File: src/rtl/wkup_pkg.sv
package wkup_pkg;
    // bit positions decoded by both the register and its checker
    parameter int unsigned SEL_LSB      = 10;
    parameter int unsigned CHG_EN_BIT   = 8;
    parameter int unsigned CHG_RSEL_BIT = 9;

    typedef enum logic {
        EDGE_RISE = 1'b0,
        EDGE_FALL = 1'b1
    } edge_sel_e;
endpackage

File: src/rtl/wkup_apb_if.sv
module wkup_apb_if #(
    parameter int unsigned ADDR_W     = 8,
    parameter logic [ADDR_W-1:0] REG_OFFSET = 'h0C,
    parameter int unsigned WR_WAIT    = 3,
    parameter int unsigned RD_WAIT    = 2
) (
    input  logic              clk,
    input  logic              por_n,
    input  logic              blk_rst,
    input  logic              psel,
    input  logic              penable,
    input  logic              pwrite,
    input  logic [ADDR_W-1:0] paddr,
    output logic              pready,
    output logic              wr_done,
    output logic              rd_sel
);
    localparam int unsigned MAX_WAIT = (WR_WAIT > RD_WAIT) ? WR_WAIT : RD_WAIT;
    localparam int unsigned CNT_W    = (MAX_WAIT < 1) ? 1 : $clog2(MAX_WAIT + 1);
    localparam logic [CNT_W-1:0] WR_N = CNT_W'(WR_WAIT);
    localparam logic [CNT_W-1:0] RD_N = CNT_W'(RD_WAIT);

    typedef struct packed {
        logic [CNT_W-1:0] cnt;
    } st_t;

    st_t st_d, st_q;
    logic access, hit, ready;

    always_comb begin
        st_d   = st_q;
        access = psel & penable;
        hit    = (paddr == REG_OFFSET);
        ready  = access && (st_q.cnt == (pwrite ? WR_N : RD_N));
        if (!access || ready) begin
            st_d.cnt = '0;
        end else begin
            st_d.cnt = st_q.cnt + 1'b1;
        end
        if (blk_rst) begin
            st_d.cnt = '0;
        end
    end

    always_ff @(posedge clk or negedge por_n) begin
        if (!por_n) begin
            st_q <= '0;
        end else begin
            st_q <= st_d;
        end
    end

    assign pready  = ready;
    assign wr_done = ready & pwrite & hit;
    assign rd_sel  = ready & ~pwrite & hit;
endmodule

File: src/rtl/wkup_edge_det.sv
module wkup_edge_det #(
    parameter int unsigned NUM_PINS    = 6,
    parameter int unsigned SYNC_STAGES = 2
) (
    input  logic                clk,
    input  logic                por_n,
    input  logic [NUM_PINS-1:0] pin_i,
    input  logic [NUM_PINS-1:0] en_i,
    input  logic [NUM_PINS-1:0] sel_i,
    input  logic                mask_i,
    output logic [NUM_PINS-1:0] hit_o
);
    import wkup_pkg::*;

    typedef struct packed {
        logic [SYNC_STAGES-1:0][NUM_PINS-1:0] sync;
        logic [NUM_PINS-1:0]                  prev;
    } st_t;

    st_t st_d, st_q;
    logic [NUM_PINS-1:0] cur;

    always_comb begin
        st_d         = st_q;
        st_d.sync[0] = pin_i;
        for (int k = 1; k < SYNC_STAGES; k++) begin
            st_d.sync[k] = st_q.sync[k-1];
        end
        st_d.prev = st_q.sync[SYNC_STAGES-1];
    end

    always_ff @(posedge clk or negedge por_n) begin
        if (!por_n) begin
            st_q <= '0;
        end else begin
            st_q <= st_d;
        end
    end

    assign cur = st_q.sync[SYNC_STAGES-1];

    for (genvar g = 0; g < NUM_PINS; g++) begin : g_pin
        logic rise, fall;
        assign rise     = cur[g] & ~st_q.prev[g];
        assign fall     = ~cur[g] & st_q.prev[g];
        assign hit_o[g] = en_i[g] & ~mask_i &
                          ((edge_sel_e'(sel_i[g]) == EDGE_FALL) ? fall : rise);
    end
endmodule

File: src/rtl/wkup_ctrl_top.sv
module wkup_ctrl_top #(
    parameter int unsigned NUM_PINS    = 6,
    parameter int unsigned ADDR_W      = 8,
    parameter logic [ADDR_W-1:0] REG_OFFSET = 'h0C,
    parameter int unsigned WR_WAIT     = 3,
    parameter int unsigned RD_WAIT     = 2,
    parameter int unsigned SYNC_STAGES = 2
) (
    input  logic                clk,
    input  logic                por_n,
    input  logic                blk_rst,
    input  logic                psel,
    input  logic                penable,
    input  logic                pwrite,
    input  logic [ADDR_W-1:0]   paddr,
    input  logic [31:0]         pwdata,
    output logic [31:0]         prdata,
    output logic                pready,
    output logic                pslverr,
    input  logic [NUM_PINS-1:0] wk_pin,
    input  logic                lp_active,
    input  logic [NUM_PINS-1:0] flag_clr,
    output logic [NUM_PINS-1:0] wk_flag,
    output logic                wk_req,
    output logic                chg_en,
    output logic                chg_rsel
);
    import wkup_pkg::*;

    typedef struct packed {
        logic [NUM_PINS-1:0] en;
        logic [NUM_PINS-1:0] sel;
        logic                chg_en;
        logic                chg_rsel;
        logic [NUM_PINS-1:0] flag;
        logic                mask;
    } st_t;

    st_t st_d, st_q;
    logic                wr_done, rd_sel;
    logic [NUM_PINS-1:0] edge_hit;
    logic [31:0]         ctrl_word;

    wkup_apb_if #(
        .ADDR_W     (ADDR_W),
        .REG_OFFSET (REG_OFFSET),
        .WR_WAIT    (WR_WAIT),
        .RD_WAIT    (RD_WAIT)
    ) u_apb (
        .clk     (clk),
        .por_n   (por_n),
        .blk_rst (blk_rst),
        .psel    (psel),
        .penable (penable),
        .pwrite  (pwrite),
        .paddr   (paddr),
        .pready  (pready),
        .wr_done (wr_done),
        .rd_sel  (rd_sel)
    );

    wkup_edge_det #(
        .NUM_PINS    (NUM_PINS),
        .SYNC_STAGES (SYNC_STAGES)
    ) u_edge (
        .clk    (clk),
        .por_n  (por_n),
        .pin_i  (wk_pin),
        .en_i   (st_q.en),
        .sel_i  (st_q.sel),
        .mask_i (st_q.mask),
        .hit_o  (edge_hit)
    );

    always_comb begin
        ctrl_word                         = '0;
        ctrl_word[NUM_PINS-1:0]           = st_q.en;
        ctrl_word[SEL_LSB +: NUM_PINS]    = st_q.sel;
        ctrl_word[CHG_EN_BIT]             = st_q.chg_en;
        ctrl_word[CHG_RSEL_BIT]           = st_q.chg_rsel;
    end

    always_comb begin
        st_d      = st_q;
        st_d.mask = wr_done;
        if (wr_done) begin
            st_d.en       = pwdata[NUM_PINS-1:0];
            st_d.sel      = pwdata[SEL_LSB +: NUM_PINS];
            st_d.chg_en   = pwdata[CHG_EN_BIT];
            st_d.chg_rsel = pwdata[CHG_RSEL_BIT];
        end
        st_d.flag = (st_q.flag & ~flag_clr) | edge_hit;
        if (blk_rst) begin
            st_d.flag = '0;
            st_d.mask = 1'b0;
        end
    end

    always_ff @(posedge clk or negedge por_n) begin
        if (!por_n) begin
            st_q <= '0;
        end else begin
            st_q <= st_d;
        end
    end

    assign prdata   = rd_sel ? ctrl_word : 32'h0;
    assign pslverr  = 1'b0;
    assign wk_flag  = st_q.flag;
    assign wk_req   = lp_active & (|st_q.flag);
    assign chg_en   = st_q.chg_en;
    assign chg_rsel = st_q.chg_rsel;
endmodule

File: config.mk
export PLATFORM = sky130hd
export DESIGN_NAME = wkup_ctrl_top
export DESIGN_NICKNAME = d
export VERILOG_FILES = /design/src/rtl/wkup_pkg.sv /design/src/rtl/wkup_apb_if.sv /design/src/rtl/wkup_edge_det.sv /design/src/rtl/wkup_ctrl_top.sv
export SDC_FILE = /design/constraint.sdc
export NUM_CORES = 1
export LEC_CHECK = 0
export BUFFER_PORTS_ARGS = -buffer_cell sky130_fd_sc_hd__buf_2
export CAP_MARGIN = 20
export CORE_UTILIZATION = 47
export CTS_CLUSTER_SIZE = 24
export DETAILED_ROUTE_END_ITERATION = 6
export PLACE_DENSITY = 0.82
export SLEW_MARGIN = 20
export SYNTH_ARGS = -nofsm -noshare
export SYNTH_HDL_FRONTEND = slang
export SYNTH_SLANG_ARGS = --single-unit
File: constraint.sdc
create_clock -name clk -period 2.2 [get_ports clk]
set_clock_uncertainty 0.15 [all_clocks]
set_input_delay 0.11 -clock clk [delete_from_list [all_inputs] [get_ports clk]]
set_output_delay 0.11 -clock clk [all_outputs]
set_load 0.05 [all_outputs]
==> reports/metrics.yaml, run 1 <==
dp_hpwl_um: 2490
wirelength_um: 3960
r2r_slack_ns: 0.43
wl_met3_um: 168
p_leak_uw: 0.00136
core_area_um2: 3720
area_growth_pct: 44.7
avgRoutedWirePerCell_um: 13.2
slew_headroom: 0.422
min-delay-start: "paddr[6]"
final_common_cell: "buf_2"
clock_latency_ns: 0.29
clockRootBuffer: "clkbuf_8"
vias: 1434
fin_crit_sh: 0.998
path_class: "register to output pin"
max_freq_ghz: 0.455
cts_tree: "done"
grt_max_degree: 42
die-area_um2: 4180
ant_nets: 0
cp-end-kind: "output pin"
worst_slack_ns: 0.00457
post-place-cells: 255
dr.first_iter.drc_count: 25
regToRegStartpoint: "ctrl_word[10]$_DFFE_PN0P_"
grt_pass1_wl_um: 6320
avgSynthCellArea_um2: 12.6
rr_endpoint: "wk_flag[0]$_DFF_PN0_"
p_total_uw: 1430
whs_endpoint: "st_q[0]$_DFF_PN0_"
synth_area_um2: 1850
gp_congestion: 0.692
whs_path_depth: 4
wl_met2_um: 2090
antenna_found_initial: 0
dr.pass1.iters: 3
nets: 311
clockBufferDepth: 2
port_buffers: 64
fill_cells: 266
worst-path-max-fanout: 11
cp.arrival_ns: 1.94
initial_core_util: 0.497
drive_gt1_frac: 0.399
synth_warnings: 0
reg2regPathDepth: 4
worst_slew_pin_slew_ns: 0.868
pin_count: 102
die_x_um: 64.7
grt.total_usage: 0.203
topRoutingLayerUsed: "met4"
stdcell_count: 301
met1_length_um: 1680
pre_cts_ws_ns: 0.287
status: "complete, no violations"
setup_violations: 0
worstSetupStartpointType: "register"
final_util: 0.719
cts_max_level: 2
clk_pin_slew_worst_paths_ns: 0.07
hold_path_class: "primary input to register"
antenna_cells: 0
ys_ff_latch: 41
die_h_um: 64.7
rows: 22
period_minus_slack_ns: 2.20
cts_inserted_buffers: 5
required_ns: 1.94
power.density_nw_per_um2: 535
cts.sinks: 41
tns_ns: 0
ir_drop_v: 0.000511
grt_pass1_vias: 1454
report.final.slew_viol_count: 0
overflow: 0
hold_viol_final: 0
final_cell_mix: "buf_2, dfrtp_1, dlygate4sd3_1"
syn_inst: 147
maxCapViolCount: 0
ys_seq_area_frac: 0.556
drcViolationCount: 0
synthDistinctLibCells: 27
vias_per_cell: 4.76
critical path, cell delays in order (launching register included):
cell and delay [ns]:
dfrtp_1 0.43, xor2_1 0.19, nand4b_1 0.29, buf_6 0.23, nor3b_1 0.23, clkbuf_4 0.28
routing by layer:
metal | track usage | vias to the layer above
met2 | 0.371 | 62
met3 | 0.0563 | 4
met1 | 0.236 | 686
met4 | 0.0417 | 0
met5 | 0 | -
li1 | - | 682
synth_stat cells (all sizes together):
cell | n | area [um^2]
nor3b | 20 | 150
nand2 | 2 | 7.51
nor2b | 7 | 43.8
clkbuf | 3 | 21.3
nand4b | 1 | 8.76
nor3 | 1 | 5.00
a2111oi | 1 | 8.76
xor2 | 1 | 8.76
and3 | 1 | 6.26
buf | 21 | 153
nor2 | 1 | 3.75
inv | 1 | 3.75
or4 | 1 | 7.51
mux2 | 15 | 169
and2 | 1 | 6.26
a21oi | 6 | 30.0
dfrtp | 41 | 1030
nand4 | 1 | 21.3
o31a | 1 | 8.76
conb | 1 | 3.75
nor4 | 1 | 21.3
and4bb | 1 | 12.5
nand2b | 6 | 37.5
and3b | 6 | 52.6
o21ai | 6 | 30.0
power by group:
part           internal, uW  leakage, uW  switching, uW  total [uW]
sequential              771     0.000531           8.89         780
clock                   219    0.0000439            244         462
combinational          71.3     0.000785            116         187
total                  1060      0.00136            369        1430
what timing repair did:
| item | CTS | global route |
|---|---|---|
| buffers inserted | 0 | 1 |
| hold endpoints to repair | 70 | 0 |
| hold buffers | 37 | 0 |
| resized for setup | 8 | 17 |
| endpoints found under the setup margin | 8 | 11 |
metrics by stage:
stage | area, um^2 | hold WS [ns]
floorplan | 1910 | -0.336
global placement | 2140 | 0.0674
detailed placement | 2140 | 0.0701
CTS | 2610 | 0.163
global route | 2670 | 0.186
finish | 2670 | 0.165
cells by family after synthesis:
logic type / Yosys count / share of synthesized area
simple gates: 50 / 0.208
flops: 41 / 0.556
buf+inv: 25 / 0.0962
mux: 15 / 0.0915
compound gates: 14 / 0.0420
xor+xnor: 1 / 0.00474
other cells: 1 / 0.00203
flip-flops by register name, summed over array words and instances (netlist names):
signal and flops:
ctrl_word 12, u_edge.cur 6, u_edge.st_d 6, u_edge.st_q 6, wk_flag 6, u_apb.st_q 2, chg_en 1, chg_rsel 1
st_q 1
area by class of cell:
cell class,instances,area [um^2],share of cell area
clock buffers,5,68.8,0.0257
clock inverters,3,17.5,0.00655
inverters,1,3.75,0.00140
multi-input cells,99,747,0.279
flip-flops and latches,41,1030,0.384
well taps,48,60.1,0.0225
repair buffers,104,749,0.280
worst max path at each step:
stage                                  from          to  slack [ns]  depth (start not counted)
detailed placement  u_apb.st_q[0]$_DFF_PN0_   prdata[0]        0.29                          5
global placement    u_apb.st_q[0]$_DFF_PN0_   prdata[4]        0.30                          5
floorplan           u_apb.st_q[0]$_DFF_PN0_  prdata[10]       -0.25                          4
CTS                 u_apb.st_q[0]$_DFF_PN0_  prdata[10]       0.002                          5
finish              u_apb.st_q[0]$_DFF_PN0_  prdata[10]       0.005                          5
global route        u_apb.st_q[0]$_DFF_PN0_  prdata[10]       -0.08                          5
Note: power is estimated with default switching activity, not from simulation.
==> inputs of run 2 (changes only) <==
--- a/config.mk
+++ b/config.mk
@@ -14,4 +14,5 @@
 export SLEW_MARGIN = 20
 export SYNTH_ARGS = -nofsm -noshare
 export SYNTH_HDL_FRONTEND = slang
+export SYNTH_HIERARCHICAL = 1
 export SYNTH_SLANG_ARGS = --single-unit
==> reports/metrics.yaml, run 2 <==
fin_area_um2: 2650
postCtsSetupRepairBufs: 0
vias_per_cell: 4.58
dr.pass1.iters: 4
report.final.slew_viol_count: 0
die_h_um: 65.1
synth_top_area_cell: "dfrtp_1"
synth-edff-count: 0
pre_cts_ws_ns: 0.295
max_freq_ghz: 0.466
synth-async-reset-ratio: 1.00
whs_path_depth: 0
power.density_nw_per_um2: 558
antenna_cells: 0
largest_reg_flops: 12
cp-end-kind: "output pin"
yosysMostFrequentCell: "dfrtp_1"
r2r_slack_ns: 0.33
grt_pass1_vias: 1335
synth_ff_type: "dfrtp_1"
overflow: 0
netlist_top_cells_area: "dfrtp_1, buf_4, mux2_1"
avgSynthCellArea_um2: 11.9
slew_headroom: 0.427
clk_pin_slew_worst_paths_ns: 0.07
area_growth_pct: 41.7
clockBufferDepth: 2
required_ns: 1.94
grt.total_usage: 0.185
avgRoutedWirePerCell_um: 11.7
worst-path-max-fanout: 14
clock_latency_ns: 0.29
ys_ff_latch: 41
dr.first_iter.drc_count: 34
synth_top_area_frac: 0.548
status: "complete, no violations"
cts.sinks: 41
syn_inst: 157
path_class: "primary input to output pin"
maxCapViolCount: 0
hold_viol_final: 0
initial_core_util: 0.500
whs_endpoint: "u_edge/cur[3]$_DFF_PN0_"
post_dp_cell_area_um2: 2140
min-delay-start: "u_edge/st_d[15]$_DFF_PN0_"
wirelength_um: 3580
cts_max_level: 2
synthTopCellsByCount: "dfrtp_1, buf_4, and2_1"
rr_endpoint: "wk_flag[3]$_DFF_PN0_"
worstSetupStartpointType: "primary input"
cts_inserted_buffers: 5
synth_area_um2: 1870
drive_gt1_frac: 0.341
nets: 316
reg2regPathDepth: 5
synthDistinctLibCells: 26
vias: 1400
worst_slew_pin_slew_ns: 0.860
synth_warnings: 6
final_cell_mix: "buf_2, dfrtp_1, dlygate4sd3_1"
slowest_stage: "dlygate4sd3_1"
port_buffers: 64
final_common_cell: "buf_2"
drcViolationCount: 0
ir_drop_v: 0.000475
clockRootBuffer: "clkbuf_8"
grt_pass1_wl_um: 5730
die_x_um: 65.1
p_leak_uw: 0.00132
gp_congestion: 0.717
ant_nets: 0
worst_slack_ns: 0.0542
final_util: 0.708
period_minus_slack_ns: 2.15
cp.arrival_ns: 1.89
grt_max_degree: 42
antenna_found_initial: 0
setup_violations: 0
dp_hpwl_um: 2220
cts_tree: "done"
fin_crit_sh: 0.975
regToRegStartpoint: "ctrl_word[13]$_DFFE_PN0P_"
core_area_um2: 3740
die-area_um2: 4240
fill_cells: 287
holdWs_ns: 0.200
pin_count: 102
path_cells: "dlygate4sd3_1 -> buf_2 -> or2_1 -> nor4_2 -> buf_4 -> and2_1 -> clkbuf_4"
hold_path_class: "register to register"
rows: 22
max_stage_delay_ns: 0.53
ys_seq_area_frac: 0.548
[run 2: changes by cell type after synthesis, moves of 2 or more]
cell	previous run	this run
a21oi_2	0	6
and2_1	1	14
and3b_1	6	0
buf_4	19	25
inv_1	1	7
mux2_1	0	9
mux2_2	15	5
nand2b_1	6	12
nand3b_1	0	7
nor2b_1	7	1
nor3b_1	20	0
nor4_1	0	2
o21ai_0	6	0
or3b_1	0	6
[run 2: metrics by stage]
stage / instances / setup TNS [ns] / power [uW]
floorplan: 175 / 0 / 903
global placement: 261 / 0 / 928
detailed placement: 261 / 0 / 930
CTS: 306 / 0 / 1500
global route: 306 / -0.0123 / 1550
finish: 306 / 0 / 1480
[run 2: worst max-delay path by stage]
| stage | slack (ns) | start | to | depth (start not counted) |
|---|---|---|---|---|
| 3_3_place_gp | 0.34 | paddr[5] | ctrl_word[3]$_DFFE_PN0P_ | 5 |
| 3_5_place_dp | 0.29 | paddr[5] | chg_rsel$_DFFE_PN0P_ | 5 |
| 2_1_floorplan | 0.25 | paddr[5] | prdata[10] | 4 |
| 4_1_cts | 0.02 | pwrite | prdata[0] | 7 |
| 5_1_grt | -0.01 | pwrite | prdata[5] | 7 |
| 6_report | 0.05 | pwrite | prdata[5] | 7 |
[run 2: layer usage]
metal  part of all wire  vias to the layer above  global-route usage
met4              0.019                        0              0.0815
met3              0.043                        8              0.0440
met2               0.54                       48               0.335
li1                   -                      682                   -
met1               0.40                      662               0.204
met5                  0                        -                   0
[run 2: timing repair]
item,CTS,global route
hold endpoints to repair,70,0
endpoints found under the setup margin,0,14
hold buffers,37,0
resized for setup,0,16
[run 2: kinds of logic after synthesis]
| group | synth area share |
|---|---|
| buffers and inverters | 0.122 |
| flip-flops | 0.548 |
| AO/OA/AOI/OAI | 0.0602 |
| multiplexers | 0.0843 |
| other | 0.00200 |
| AND/OR/NAND/NOR | 0.183 |
[run 2: area by class of cell]
cell class / instances / area (um^2) / area share
timing repair buffer: 103 / 741 / 0.279
sequential: 41 / 1030 / 0.387
clock buffer: 7 / 96.3 / 0.0363
multi-input combinational: 99 / 697 / 0.263
tap: 48 / 60.1 / 0.0227
inverter: 7 / 26.3 / 0.00991
clock inverter: 1 / 5.00 / 0.00189
[run 2: where the power goes]
group	internal, uW	switching, uW	total, uW
Combinational	69.8	108	178
Sequential	771	7.79	779
Clock	283	238	522
[run 2: worst max-delay path, delay by kind of cell]
kind / cells / cell delay (ns)
buffers and inverters: 4 / 1.13
AND/OR/NAND/NOR: 3 / 0.64
